==> config.mk <==
export PLATFORM = sky130hd
export DESIGN_NAME = pwm_core
export DESIGN_NICKNAME = d
export VERILOG_FILES = /design/src/rtl/pwm_pkg.sv /design/src/rtl/pwm_regs.sv /design/src/rtl/pwm_prescale.sv /design/src/rtl/pwm_counter.sv /design/src/rtl/pwm_core.sv
export SDC_FILE = /design/constraint.sdc
export NUM_CORES = 1
export LEC_CHECK = 0
export ABC_AREA = 1
export BUFFER_PORTS_ARGS = -buffer_cell sky130_fd_sc_hd__clkbuf_2
export CORE_ASPECT_RATIO = 0.75
export CORE_MARGIN = 1.5
export CORE_UTILIZATION = 25
export CTS_BUF_LIST = sky130_fd_sc_hd__clkbuf_8
export DETAILED_ROUTE_END_ITERATION = 10
export PLACE_DENSITY = 0.43
export SYNTH_ARGS = -nofsm -noshare
export SYNTH_HDL_FRONTEND = slang
export SYNTH_SLANG_ARGS = --single-unit
==> constraint.sdc <==
create_clock -name clk -period 2.98 [get_ports clk]
set_input_delay 0.298 -clock clk [delete_from_list [all_inputs] [get_ports clk]]
set_output_delay 0.298 -clock clk [all_outputs]
set_load 0.02 [all_outputs]
==> src/rtl/pwm_pkg.sv <==
package pwm_pkg;
    localparam int DATA_W    = 16;
    localparam int CNT_W     = 10;
    localparam int SHIFT_W   = 5;
    localparam int MAX_SHIFT = 11;
    localparam int SHQ_W     = $clog2(MAX_SHIFT + 1);
    localparam int DIV_W     = MAX_SHIFT;
    localparam int ADDR_W    = 3;

    typedef enum logic [1:0] {
        SEL_CTRL   = 2'd0,
        SEL_PERIOD = 2'd1,
        SEL_DUTY   = 2'd2,
        SEL_SHIFT  = 2'd3
    } reg_sel_e;

    typedef struct packed {
        logic              run;
        logic              invert;
        logic [CNT_W-1:0]  period;
        logic [CNT_W-1:0]  duty;
        logic [SHQ_W-1:0]  shift;
    } pwm_cfg_t;

    function automatic logic [SHQ_W-1:0] clamp_shift(input logic [SHIFT_W-1:0] raw);
        if (raw > SHIFT_W'(MAX_SHIFT))
            return SHQ_W'(MAX_SHIFT);
        return raw[SHQ_W-1:0];
    endfunction

    function automatic logic pin_level(input logic active, input logic invert);
        return active ? invert : ~invert;
    endfunction
endpackage

==> src/rtl/pwm_regs.sv <==
module pwm_regs
    import pwm_pkg::*;
(
    input  logic              clk,
    input  logic              rst,
    input  logic              wr,
    input  logic [ADDR_W-1:0] addr,
    input  logic [DATA_W-1:0] wdata,
    output logic [DATA_W-1:0] rdata,
    output pwm_cfg_t          cfg
);
    reg_sel_e sel;
    assign sel = reg_sel_e'(addr[ADDR_W-1:1]);

    always_ff @(posedge clk) begin
        if (rst) begin
            cfg <= '0;
        end else if (wr) begin
            case (sel)
                SEL_CTRL: begin
                    cfg.run    <= wdata[0];
                    cfg.invert <= wdata[1];
                end
                SEL_PERIOD: if (!cfg.run) cfg.period <= wdata[CNT_W-1:0];
                SEL_DUTY:   cfg.duty <= wdata[CNT_W-1:0];
                SEL_SHIFT:  if (!cfg.run) cfg.shift <= clamp_shift(wdata[SHIFT_W-1:0]);
                default: ;
            endcase
        end
    end

    always_comb begin
        rdata = '0;
        case (sel)
            SEL_CTRL:   rdata[1:0] = {cfg.invert, cfg.run};
            SEL_PERIOD: rdata[CNT_W-1:0] = cfg.period;
            SEL_DUTY:   rdata[CNT_W-1:0] = cfg.duty;
            SEL_SHIFT:  rdata[SHQ_W-1:0] = cfg.shift;
            default:    rdata = '0;
        endcase
    end

    a_r3_period_locked: assert property (@(posedge clk) disable iff (rst)
        (cfg.run && wr && sel == SEL_PERIOD) |=> $stable(cfg.period));
    a_r3_shift_locked: assert property (@(posedge clk) disable iff (rst)
        (cfg.run && wr && sel == SEL_SHIFT) |=> $stable(cfg.shift));
    a_r2_shift_range: assert property (@(posedge clk) disable iff (rst)
        cfg.shift <= SHQ_W'(MAX_SHIFT));
endmodule

==> src/rtl/pwm_prescale.sv <==
module pwm_prescale
    import pwm_pkg::*;
#(
    parameter int W = DIV_W
) (
    input  logic             clk,
    input  logic             rst,
    input  logic             run,
    input  logic [SHQ_W-1:0] shift,
    output logic             tick
);
    logic [W-1:0] div_q;
    logic [W-1:0] mask;

    assign mask = (W'(1) << shift) - W'(1);
    assign tick = run && ((div_q & mask) == mask);

    always_ff @(posedge clk) begin
        if (rst || !run)
            div_q <= '0;
        else
            div_q <= div_q + W'(1);
    end

    a_r6_tick_spacing: assert property (@(posedge clk) disable iff (rst)
        (tick && shift != '0) |=> !tick);
endmodule

==> src/rtl/pwm_counter.sv <==
module pwm_counter
    import pwm_pkg::*;
#(
    parameter int W = CNT_W
) (
    input  logic         clk,
    input  logic         rst,
    input  logic         run,
    input  logic         tick,
    input  logic         invert,
    input  logic [W-1:0] period,
    input  logic [W-1:0] duty,
    output logic         pwm_out
);
    logic [W-1:0] cnt_q;
    logic [W-1:0] duty_act_q;
    logic         live;
    logic         last;
    logic         active;

    assign live   = period != '0;
    assign last   = live && (cnt_q == period - W'(1));
    assign active = run && live && (cnt_q < duty_act_q);

    always_ff @(posedge clk) begin
        if (rst) begin
            cnt_q      <= '0;
            duty_act_q <= '0;
        end else if (!run) begin
            cnt_q      <= '0;
            duty_act_q <= duty;
        end else if (tick && live) begin
            if (last) begin
                cnt_q      <= '0;
                duty_act_q <= duty;
            end else begin
                cnt_q <= cnt_q + W'(1);
            end
        end
    end

    assign pwm_out = pin_level(active, invert);

    a_r6_count_bound: assert property (@(posedge clk) disable iff (rst)
        (run && live) |-> cnt_q < period);
    a_r8_duty_holds: assert property (@(posedge clk) disable iff (rst)
        (run && !(tick && last)) |=> $stable(duty_act_q));
endmodule

==> src/rtl/pwm_core.sv <==
module pwm_core
    import pwm_pkg::*;
(
    input  logic              clk,
    input  logic              rst,
    input  logic              bus_wr,
    input  logic [ADDR_W-1:0] bus_addr,
    input  logic [DATA_W-1:0] bus_wdata,
    output logic [DATA_W-1:0] bus_rdata,
    output logic              pwm_out
);
    pwm_cfg_t cfg;
    logic     tick;

    pwm_regs u_regs (
        .clk   (clk),
        .rst   (rst),
        .wr    (bus_wr),
        .addr  (bus_addr),
        .wdata (bus_wdata),
        .rdata (bus_rdata),
        .cfg   (cfg)
    );

    pwm_prescale #(.W(DIV_W)) u_pre (
        .clk   (clk),
        .rst   (rst),
        .run   (cfg.run),
        .shift (cfg.shift),
        .tick  (tick)
    );

    pwm_counter #(.W(CNT_W)) u_cnt (
        .clk     (clk),
        .rst     (rst),
        .run     (cfg.run),
        .tick    (tick),
        .invert  (cfg.invert),
        .period  (cfg.period),
        .duty    (cfg.duty),
        .pwm_out (pwm_out)
    );

    a_r5_idle_level: assert property (@(posedge clk) disable iff (rst)
        !cfg.run |-> pwm_out == !cfg.invert);
    a_r9_zero_period: assert property (@(posedge clk) disable iff (rst)
        (cfg.period == '0) |-> pwm_out == !cfg.invert);
endmodule

# After elaboration in Yosys (flattened, before gate mapping)
# Index checks and enable logic that the tools add are counted.
# word_totals
regBits,57
input_bits,22
out_inout_bits,17
elab_cells,55
# op_classes
add_sub_neg,4
order_cmp,2
eq_ne,7
shift,1
n_mux,15
bitwise,3
reduce_logical,15
# op_table
operator,n
10-bit two-way mux,4
6-bit case mux with 2 select lines,1
"11-bit by 1-bit adder with 11-bit output, second input constant",1
11-bit AND,1
11-bit == test,1
"1-bit by 4-bit << shifter with 11-bit output, first input constant",1
"11-bit by 2-bit subtractor with 11-bit output, second input constant",1
"10-bit by 1-bit adder with 10-bit output, second input constant",1
10-bit == test,1
10-bit less-than comparator,1
10-bit nonzero test,1
"10-bit by 1-bit subtractor with 10-bit output, second input constant",1
4-bit two-way mux,2
2-bit case mux with 4 select lines,1
1-bit two-way mux,6
2-bit case mux with 3 select lines,1
2-bit AND reduction,3
3-bit AND reduction,2
"5-bit by 4-bit greater-than comparator with 1-bit output, second input constant",1
1-bit logical AND,5
"2-bit == test, second input constant",2
"2-bit by 1-bit inequality test with 1-bit output, second input constant",2
"2-bit by 1-bit == test with 1-bit output, second input constant",1
2-bit logical NOT,1
other kinds (4),5

# Longest topological paths before layout
# depth
depth_word,8
mapped_depth,18
depth_no_buf,17

# Modules after synthesis
# Synthesis repeated with hierarchy kept, for this count alone.
# hier_totals
hier_cells,584
hier_area_um2,3779.9
# modules_own_cells
module,n_inst,cells_each,area_each_um2,seq_area_each_um2
pwm_counter,1,281,1707.9,400.4
pwm_regs,1,183,1317.5,520.5
pwm_prescale,1,120,754.5,220.2

# Worst setup path after synthesis
# OpenSTA, ideal clock, no wires.
# synth_path
path_type,register to register
start,"register, netlist name u_regs.cfg[0]"
end,register u_cnt.duty_act_q[0]
t_arrival_ns,1.874
required_time_ns,2.868
setup_slack_ns,0.995
stages_incl_launch_ff,17
path_buffers,1
period_less_slack_ns,1.985
cell_sequence,dfxtp_1 -> inv_1 -> nor2_1 -> nand2_1 -> ha_1 -> o21ai_0 -> nor2_1 -> nand3_1 -> nor2_1 -> nand2_2 -> nor2_4 -> inv_4 -> nand2_2 -> nand2_2 -> buf_6 -> nor2_2 -> nor2_1
# synth_via
elab_chain_len,8
# synth_lines
element,line_no,source
1-bit by 4-bit << shifter with 11-bit output (*),pwm_prescale.sv:15,assign mask = (W'(1) << shift) - W'(1);
11-bit by 2-bit subtractor with 11-bit output (*),pwm_prescale.sv:15,
11-bit AND,pwm_prescale.sv:16,assign tick = run && ((div_q & mask) == mask);
11-bit == test (*),pwm_prescale.sv:16,
1-bit logical AND (*),pwm_prescale.sv:16,
1-bit logical AND (*),pwm_counter.sv:32,end else if (tick && live) begin
2-bit by 1-bit inequality test with 1-bit output (no line) (*),n/a,
2-bit AND reduction (no line) (*),n/a,
"end signal, assigned",pwm_counter.sv:31,duty_act_q <= duty;
"end signal, assigned",pwm_counter.sv:35,duty_act_q <= duty;
"end, declared",pwm_counter.sv:16,logic [W-1:0] duty_act_q;
# Every way passes the cells marked *; elsewhere a longest branch is shown, timed or not.
# A chain may end at the register's enable or synchronous reset.

# Worst setup path after layout
# layout_path
start,register u_cnt.cnt_q[9]
end,output port pwm_out
# layout_via
elab_chain_len,3
# layout_lines
element,line_no,source
"start, declared",pwm_counter.sv:15,logic [W-1:0] cnt_q;
"start signal, assigned",pwm_counter.sv:37,cnt_q <= cnt_q + W'(1);
10-bit less-than comparator,pwm_counter.sv:23,assign active = run && live && (cnt_q < duty_act_q);
1-bit logical AND,pwm_counter.sv:23,
1-bit two-way mux,pwm_pkg.sv:32,return active ? invert : ~invert;
"end, declared",pwm_core.sv:10,output logic pwm_out
# No other way between the ends.

==> flow_summary.ini <==
[cts]
postCtsHoldBufs = 0
cts_buffers = 9
ctsResizeCount = 0
cts_setup_buffers = 0
cts_root_buf = clkbuf_8
cts_tree = yes
cts_sinks = 57
clock_latency_ns = 0.35
htree_levels = 3
cts_buffer_depth = 2
clk_pin_slew_worst_paths_ns = 0.07

[yosys]
synth-edff-count = 0
synthFlopType = dfxtp_1
synth_top_family_by_area = simple AND/OR/NAND/NOR gates
yosys.area.top_type_share_pct = 30.69
synth_mux_area_share_pct = 0
synth_warnings = 0
ys_top_cells_by_count = nand2_1, nor2_1, inv_1
synth-simple-area-share_pct = 37.38
yosys_register_bits = 57
ys_types = 31
synthArstFlopShare_pct = 0
synth_xor_xnor_area_share_pct = 2.591
syn-mean-instance-area_um2 = 6.292
syn_area_um2 = 3719
yosysMostFrequentCell = nand2_1
synth_cells = 591
synth_top_cell_by_area = dfxtp_1
synth_compound_area_share_pct = 12.31
synthAdderAreaFrac_pct = 6.057
synth-seq-area-share_pct = 30.69
yosys-top-cells-area = dfxtp_1, nand2_1, nor2_1, inv_1, nand3_1

[placement]
gp_congestion = 0.8311
hpwl_um = 9064
numPortBuffers = 25

[sta]
rsz0062_at_grt = false
timing.slew.headroom_pct = 65.43
timing.final.max_slew_violations = 0
finalHoldViolations = 0
period_share_pct = 84.48
period_needed_ns = 2.518
clock_skew_ns = 0.01549
fmax_ghz = 0.3972
setup_tns_ns = 0
setup_viol = 0
tightest_slew_ns = 0.5180

[die]
initial_core_util_pct = 25.64
die_w_um = 143.8
io_pins = 39
dieArea_um2 = 15620
core-area_um2 = 14500
die_h_um = 108.6
placement_rows = 38

[layout]
fillers = 1666
area_delta_synth_final_pct = 14.87
final_core_util_pct = 29.46
drive_gt1_share_pct = 12.28
diodes = 0
nets = 662

[critical_path]
slowest_stage = dfxtp_1
crit_family = flip-flops
path_cells = ha_1 -> nand2_1 -> nor2_1 -> a211oi_1 -> o211ai_1 -> nor2_1 -> xor2_1 -> clkbuf_2
worstSetupPathType = reg -> out
worst-path-buf-inv = 1
slowest_delay_ns = 0.51
rrSetupSlack_ns = 0.52
arrival_ns = 2.22
crit_path_max_fanout = 5
start_kind = flop
cp-end-kind = output pin
critPathRequiredTime_ns = 2.68
r2r_cells = 16
worst_path_most_repeated_cell = nor2_1
crit_cells = 8

[grt]
globalRoute.totalOverflow = 0
grt_use_total_pct = 15.28
grt_first_pass_wirelength_um = 18210
antenna_found_initial = 0
grt_max_degree = 18
grt_pass1_vias = 3437

[power_and_ir_drop]
p_per_area_nw_per_um2 = 451.7
total_leakage_power_uw = 0.001832
ir_drop_mv = 0.1813

[worst_hold_path]
hold_class = in -> reg
whs_path_depth = 2

[detailed_routing]
finalWirelength_um = 11260
wire_per_inst_um = 13.62
final_antenna_net_count = 0
via_per_inst = 4.475
vias = 3701
route.detailed.drc = 0
drt_pass1_iterations = 5
drt-initial-drc-count = 315

[status]
status = finished clean

[flow_run]
maxCapViolCount = 0
[power breakdown]
| group | total, µW | switching, µW | internal (µW) | leakage, µW |
|---|---|---|---|---|
| combinational | 367 | 245 | 122 | 0.00127 |
| clock | 745 | 342 | 403 | 0.0000995 |
| sequential | 818 | 27.1 | 791 | 0.000464 |
| total | 1930 | 614 | 1320 | 0.00183 |
[per-stage QoR]
step,cell area [µm²],hold slack (ns),cells,worst slack [ns],total power (µW)
floorplan,3737,0.3671,596,0.9945,1102
global placement,4075,0.4489,811,0.5595,1198
CTS,4272,0.1723,827,0.4492,1953
global route,4272,0.1877,827,0.2715,2039
detailed placement,4075,0.4662,811,0.5478,1201
finish,4272,0.1993,827,0.4625,1930
[cells by family after synthesis]
kind of cell / after synthesis
AO/OA/AOI/OAI: 85
adder cells (fa/ha/maj): 18
other: 1
AND/OR/NAND/NOR: 322
buffers and inverters: 97
flip-flops: 57
XOR/XNOR: 11
[state kept, by name (all words and copies together) (netlist names)]
| signal | count |
|---|---|
| u_cnt.cnt_q | 10 |
| u_cnt.duty_act_q | 10 |
| u_pre.div_q | 11 |
| u_regs.cfg | 26 |
[layer usage]
metal | part of all wire [%] | wire length, µm | GRT usage, % | up-vias
met2 | 38 | 4319 | 20.85 | 85
met5 | 0 | 0 | 0 | -
li1 | - | - | - | 1933
met1 | 56 | 6351 | 24.01 | 1675
met3 | 4.6 | 522 | 3.250 | 8
met4 | 0.60 | 68 | 3.061 | 0
[worst reg2reg max path, stage by stage (launching register included)]
cell	delay [ns]
dfxtp_1	0.44
inv_1	0.13
nor2_1	0.16
nand2_1	0.08
ha_1	0.28
o21ai_0	0.07
nor2_1	0.10
nand3_1	0.08
nor2_1	0.13
nand2_2	0.08
nor2_4	0.23
inv_4	0.10
nand2_2	0.07
nand2_2	0.06
buf_4	0.20
nor2_2	0.11
nor2_1	0.05
[cells in the final DEF (no fill, tap or decap), drive strengths merged, types with 2 or more instances in the layout]
| cell type | count |
|---|---|
| clkinvlp | 2 |
| clkinv | 3 |
| buf | 10 |
| ha | 18 |
| nor2 | 98 |
| xor2 | 10 |
| nand3 | 49 |
| o21ai | 34 |
| conb | 6 |
| a21oi | 40 |
| o211ai | 3 |
| clkbuf | 35 |
| a221oi | 4 |
| o21a | 2 |
| inv | 77 |
| nand2 | 159 |
| a211oi | 2 |
| dfxtp | 57 |
| nor4 | 3 |
| nor3 | 5 |
| nand4 | 7 |
[final cells by class]
class                      instances  area, µm²  area share (%)
clock inverter                     6      58.81           1.377
tap                              200      250.2           5.858
multi-input combinational        442       2192           51.32
clock buffer                      10      137.6           3.222
inverter                          77      291.5           6.825
sequential                        57       1141           26.71
timing repair buffer              35      200.2           4.687
[path summary, 6_finish.rpt]
| path | end | from |
|---|---|---|
| worst max-delay path | pwm_out | u_cnt.cnt_q[9] |
| worst min-delay path | u_regs.cfg[2] | rst |
| worst max register to register | u_cnt.duty_act_q[6] | u_regs.cfg[0] |
| worst min register to register | u_pre.div_q[0] | u_pre.div_q[0] |
No activity file was read; power rests on OpenSTA's default activity.
